===== src/rtl/vwiden_unit.sv =====
module vwiden_unit #(
  parameter int VLEN = 256
) (
  input  logic            clk,
  input  logic            rst,
  input  logic            in_valid,
  input  logic [31:0]     insn,
  input  logic [VLEN-1:0] src_vec,
  output logic            out_valid,
  output logic            out_illegal,
  output logic [VLEN-1:0] out_result,
  output logic [4:0]      out_rd
);
  localparam logic [16:0] OPC_PREFIX = 17'b01110110100111110;
  localparam int NPAIR = 6;

  logic [4:0] minor;
  logic       hit, sgn_rng, uns_rng, legal, sext;
  logic [2:0] pair;
  logic [VLEN-1:0] wide [NPAIR];

  assign minor   = insn[14:10];
  assign hit     = insn[31:15] == OPC_PREFIX;
  assign sgn_rng = (minor >= 5'd4)  && (minor <= 5'd9);
  assign uns_rng = (minor >= 5'd10) && (minor <= 5'd15);
  assign legal   = hit && (sgn_rng || uns_rng);
  assign sext    = sgn_rng;

  always_comb begin
    case (minor)
      5'd4,  5'd10: pair = 3'd0;
      5'd5,  5'd11: pair = 3'd1;
      5'd6,  5'd12: pair = 3'd2;
      5'd7,  5'd13: pair = 3'd3;
      5'd8,  5'd14: pair = 3'd4;
      5'd9,  5'd15: pair = 3'd5;
      default:      pair = 3'd0;
    endcase
  end

  for (genvar v = 0; v < NPAIR; v++) begin : g_pair
    localparam int SW = (v < 3) ? 8 : ((v < 5) ? 16 : 32);
    localparam int DW = (v == 0) ? 16 : ((v == 1 || v == 3) ? 32 : 64);
    for (genvar e = 0; e < VLEN / DW; e++) begin : g_elem
      assign wide[v][e*DW +: DW] =
        {{(DW-SW){sext & src_vec[e*SW+SW-1]}}, src_vec[e*SW +: SW]};
    end
  end

  always_ff @(posedge clk) begin
    if (rst) begin
      out_valid   <= 1'b0;
      out_illegal <= 1'b0;
      out_result  <= '0;
      out_rd      <= '0;
    end else begin
      out_valid   <= in_valid && legal;
      out_illegal <= in_valid && !legal;
      if (in_valid && legal) begin
        out_result <= wide[pair];
        out_rd     <= insn[4:0];
      end
    end
  end
endmodule



===== config.mk =====
export PLATFORM = sky130hd
export DESIGN_NAME = vwiden_unit
export DESIGN_NICKNAME = d
export VERILOG_FILES = /design/src/rtl/vwiden_unit.sv
export SDC_FILE = /design/constraint.sdc
export NUM_CORES = 1
export LEC_CHECK = 0
export ABC_CLOCK_PERIOD_IN_PS = 6700
export BUFFER_PORTS_ARGS = -buffer_cell sky130_fd_sc_hd__buf_2
export CAP_MARGIN = 20
export CORE_AREA = 2 2 217 219
export CTS_BUF_LIST = sky130_fd_sc_hd__clkbuf_2
export DETAILED_ROUTE_END_ITERATION = 8
export DIE_AREA = 0 0 219 221
export GPL_ROUTABILITY_DRIVEN = 0
export GPL_TIMING_DRIVEN = 0
export SLEW_MARGIN = 20
export SYNTH_ARGS = -nofsm -noshare
export SYNTH_HDL_FRONTEND = slang
export SYNTH_SLANG_ARGS = --single-unit

===== constraint.sdc =====
create_clock -name clk -period 6.7 [get_ports clk]
set_clock_uncertainty 0.1 [all_clocks]
set_input_delay 0 -clock clk [delete_from_list [all_inputs] [get_ports clk]]
set_output_delay 0 -clock clk [all_outputs]
set_load 0.01 [all_outputs]

# Yosys cells after proc, flatten, opt, wreduce, memory -nomap -nowiden
# Memories as Yosys holds them, arrays and structs flattened.
# Cells that the tools add are included.
[totals]
reg_bits = 263
rom_bits = 48
inputBits = 291
output_inout_bits = 263
wordCells = 39
memories = 1
[memory_table]
columns = ["name", "depth", "word_bits", "rd", "rd_clocked_by_memory_dff", "write_ports", "line", "text"]
rows = [
  ["(name not given)", 16, 3, 1, 0, 0, "30", "case (minor)"],
]
[op_classes]
magnitude_cmp = 5
eq_ne = 1
mux = 4
bitwise = 17
reduce_logical = 7
[ops]
columns = ["operator", "count"]
rows = [
  ["256-bit binary-select mux with 3-bit select", 1],
  ["256-bit 2-to-1 mux", 2],
  ["17-bit by 16-bit equality test with 1-bit output, second input constant", 1],
  ["1-bit AND", 16],
  ["5-bit by 4-bit <= comparator with 1-bit output, second input constant", 2],
  ["5-bit by 3-bit >= comparator with 1-bit output, second input constant", 1],
  ["5-bit by 4-bit >= comparator with 1-bit output, second input constant", 1],
  ["1-bit logical AND", 5],
  ["4-bit >= comparator, second input constant", 1],
  ["3-bit inverter with 4-bit output", 1],
  ["3-bit 2-to-1 mux", 1],
  ["1-bit zero test", 1],
  ["1-bit logical OR", 1],
]

# Depth between registers and ports, before layout
[depth]
word_depth = 6
depth_mapped = 10
depth_no_buf = 7

# Worst setup path after synthesis
# Ideal clock, no wire load.
[synth_timing]
path_type = "input to register"
startpoint = "input port insn[11]"
endpoint = "register out_result[86]"
setup_ps = 134
t_arrival_ps = 1895
required_ps = 6466
path_slack_ps = 4571
path_stages = 8
path_buffers = 2
path_cell_list = "ha_1 > and2_1 > a221oi_1 > o211ai_2 > buf_4 > a21oi_2 > buf_4 > a211oi_1"
[synth_via]
elab_chain_cells = 6
elab_cells_between_ends = 19
classes_between = "order compare: 4; mux: 4; bitwise: 5; reduce/logical: 5; memory: 1"
[synth_lines]
columns = ["item", "line", "text"]
rows = [
  ["start: declaration", "7", "input logic [31:0] insn,"],
  ["memory read 16 x 3 bit (tied with other cells)", "-", ""],
  ["3-bit 2-to-1 mux / 1-bit logical AND (equally long branches)", "30, 24", ""],
  ["3-bit inverter with 4-bit output (implied by the code) / 1-bit AND (equally long branches)", "60, 46", ""],
  ["256-bit binary-select mux with 3-bit select", "60", "out_result <= wide[pair];"],
  ["256-bit 2-to-1 mux (implied by the code) (2 in series)", "60", ""],
  ["end signal: assignment", "60", ""],
  ["end: declaration", "11", "output logic [VLEN-1:0] out_result,"],
]
# Several ways; a longest one is shown, not always the timed one. The select of a mux whose other input is x is not followed.
# A chain may end at the register's enable or synchronous reset.

# Final worst setup path
[layout_timing]
startpoint = "input port insn[16]"
endpoint = "register out_result[245]"
[layout_via]
elab_chain_cells = 3
[layout_lines]
columns = ["item", "line", "text"]
rows = [
  ["17-bit by 16-bit equality test with 1-bit output", "23", "assign hit = insn[31:15] == OPC_PREFIX;"],
  ["1-bit logical AND", "26", "assign legal = hit && (sgn_rng || uns_rng);"],
  ["1-bit logical AND", "59", "if (in_valid && legal) begin"],
]
# No other way between the ends.

==> flow_summary.toml <==
[floorplan]
ios = 554
die_w_um = 219
num_rows = 79
initial_utilization = 0.273
placeableCoreArea_um2 = 46100
dieHeight_um = 221
die_area_um2 = 48400

[min_path]
hold_class = "input pin to flip-flop"
min-delay-start = "src_vec[93]"
hold_path_end = "out_result[157]"
hold_depth = 6

[sta]
rsz0062_at_grt = "false"
fin_crit_sh = 0.631
hold_viol = 0
tightest_slew_ns = 1.16
relSlewSlack = 0.227
layout_setup_ws_ns = 2.47
layout_min_cycle_time_ns = 4.23
slew_violations = 0
fmax_mhz = 237
setup-violations-final = 0
tns_ns = 0

[synthesis]
synth-edff-count = 0
yosysSeqAreaShare = 0.373
yosys.area_share.simple = 0.157
synthAdderAreaFrac = 0.00397
postSynth.asyncResetShare = 0
synthesis.area_um2 = 12600
synth_flop_cell = "dfxtp_1"
synth_top_area_frac = 0.373
synthMuxAreaShare = 0.0115
synth_nets = 1887
synth_xor_area_frac = 0.000695
avgSynthCellArea_um2 = 7.91
yosys_warnings = 0
netlist.top_cell.by_area = "dfxtp_1"
synthTopCellsByArea = "dfxtp_1 37%, a21oi_1 12%, o21bai_1 9.8%, nand3_1 4.2%, o21ai_0 3.5%"
synth_compound_area_frac = 0.386
synth_cells = 1592
ys_types = 59
ys_ff_latch = 235
synth_top_family_by_area = "compound AO/OA/AOI/OAI gates"

[grt]
grt_overflow = 0
grtUsageTotal = 0.314
antenna_found_initial = 14
grt_pass1_vias = 17900
grt_pass1_wl_mm = 113
grt_max_degree = 11

[placement]
port_buffers = 419
hpwlAfterDp_mm = 53.7
dp_worst_setup_slack_ns = 3.52

[cts]
tritoncts = "yes"
htreeDepth = 3
clock_path_buffers = 3
cts.sinks = 235
clock_latency_ns = 1.03
clk_pin_slew_ns = 0.10
cts_buffers = 69
cts_root_buf = "clkbuf_2"
post_cts_buffers = 0

[worst_setup_path]
rr_worst_depth = 3
r2r-end = "out_result[135]"
worstPathRequired_ns = 7.49
crit_arrival_ns = 5.02
critical_path_class = "input pin to flip-flop"
ff2ff_setup_slack_ns = 5.09
r2r_start = "out_result[135]"
cp_max_fo = 10
cp-end-kind = "flip-flop"
worst_setup_path_start_kind = "input pin"

[run]
maxCapViolCount = 0

[drt]
first_pass_iters = 6
route.detailed.drc = 0
avgRoutedWirePerCell_um = 24.2
vias = 18000
drt_iter0_markers = 1964
via_per_inst = 5.53
ant_nets = 0
wl_mm = 79.0

[run_status]
status = "finished clean"

[power]
ir_drop_mv = 0.103
p_leak_nw = 10.0
p_per_area_nw_per_um2 = 153

[cells_and_area]
drive_gt1_frac = 0.237
nets = 2898
syn2layout_area_growth_pct = 69.2
regArea_um2 = 4700
fillCellCount = 4485
multi_input_area_um2 = 7050
layer usage:
metal  track usage  part of all wire
met1         0.378              0.38
met2         0.497              0.44
met3        0.0969              0.11
met4         0.174             0.062
met5             0           0.00084
cell families (layout without fill, tap and decap cells):
kind of cell,count (synthesis),in the layout
adder cells (fa/ha/maj),4,4
AO/OA/AOI/OAI,763,763
multiplexers,13,13
flip-flops,235,235
AND/OR/NAND/NOR,394,394
buffers and inverters,182,1234
XOR/XNOR,1,1
other,0,11
report_power, final:
part	internal (mW)	switching, mW
Combinational	0.310	0.374
Clock	0.480	0.701
Sequential	1.40	0.000104
stage by stage:
step	utilization	total power, mW	hold slack (ns)	instance area [µm²]	instances
after floorplan	-	1.67	0.0330	12600	1592
after global placement	0.335	1.87	0.158	15500	2618
after detailed placement	0.335	1.88	0.153	15500	2618
after CTS	0.462	3.22	0.00136	21300	3250
after global routing	0.463	3.37	0.0356	21300	3260
final	0.463	3.26	0.0767	21300	3262
state kept, by name, indices dropped and copies added, names as in the netlist:
| name | cells |
|---|---|
| out_result | 228 |
| out_rd | 5 |
| out_illegal | 1 |
| out_valid | 1 |
critical path, cell delays in order:
cell	delay, ns
dlygate4sd3_1	0.52
buf_2	0.11
nand2_1	0.04
dlygate4sd3_1	0.56
nor4_2	0.27
dlygate4sd3_1	0.69
o211ai_4	0.11
dlygate4sd3_1	0.83
a211oi_2	0.29
dlygate4sd3_1	0.87
a21oi_1	0.13
dlygate4sd3_1	0.58
cells in the mapped netlist (3+ instances only):
cell       count
a21oi_1      312
dfxtp_1      235
o21bai_1     164
clkbuf_1     110
nand3_1      106
nor2_1       104
nand2_1       87
o21ai_0       87
a22oi_1       55
a211oi_1      53
buf_2         33
buf_4         33
and2_1        32
a21o_1        31
nand2b_1      26
o2bb2ai_1     21
mux2_2        12
a311oi_1       9
a211oi_2       6
nor3_2         6
a21oi_2        4
ha_1           4
inv_1          4
nor3_4         4
and3_1         3
nand4b_1       3
nor2b_1        3
nor3_1         3
o21ai_1        3
o221ai_1       3
o32ai_1        3
worst max-delay path by stage:
stage	start	end	slack, ns	cells after the start
3_3_place_gp	insn[12]	out_result[207]	3.57	7
4_1_cts	insn[16]	out_result[254]	2.63	12
3_5_place_dp	insn[12]	out_result[200]	3.52	7
2_1_floorplan	insn[11]	out_result[86]	4.57	8
5_1_grt	in_valid	out_result[0]	2.50	14
6_report	insn[16]	out_result[245]	2.47	12
layout make-up:
type / instances / area share
timing repair buffer: 940 / 0.343
multi-input combinational: 1175 / 0.331
sequential: 235 / 0.221
buffer: 178 / 0.0391
tap: 607 / 0.0356
clock buffer: 91 / 0.0214
clock inverter: 21 / 0.00757
antenna: 11 / 0.00129
inverter: 4 / 0.000705
cell usage in the layout, fill, tap and decap left out, drive strengths merged, types with 5 or more instances in the layout:
cell type and instances:
a211oi 59, a21o 31, a21oi 316, a22oi 55, a311oi 10, and2 32, buf 487, clkbuf 202
clkinv 17, dfxtp 235, diode 11, dlygate4sd3 520, inv 5, mux2 12, nand2 87, nand2b 26
nand3 106, nor2 105, nor3 13, o21ai 90, o21bai 164, o2bb2ai 21
repair_timing:
item,CTS,global route
resized for setup,0,0
hold buffers,520,0
endpoints found under the hold margin,235,0
No activity file was read; power rests on OpenSTA's default activity.
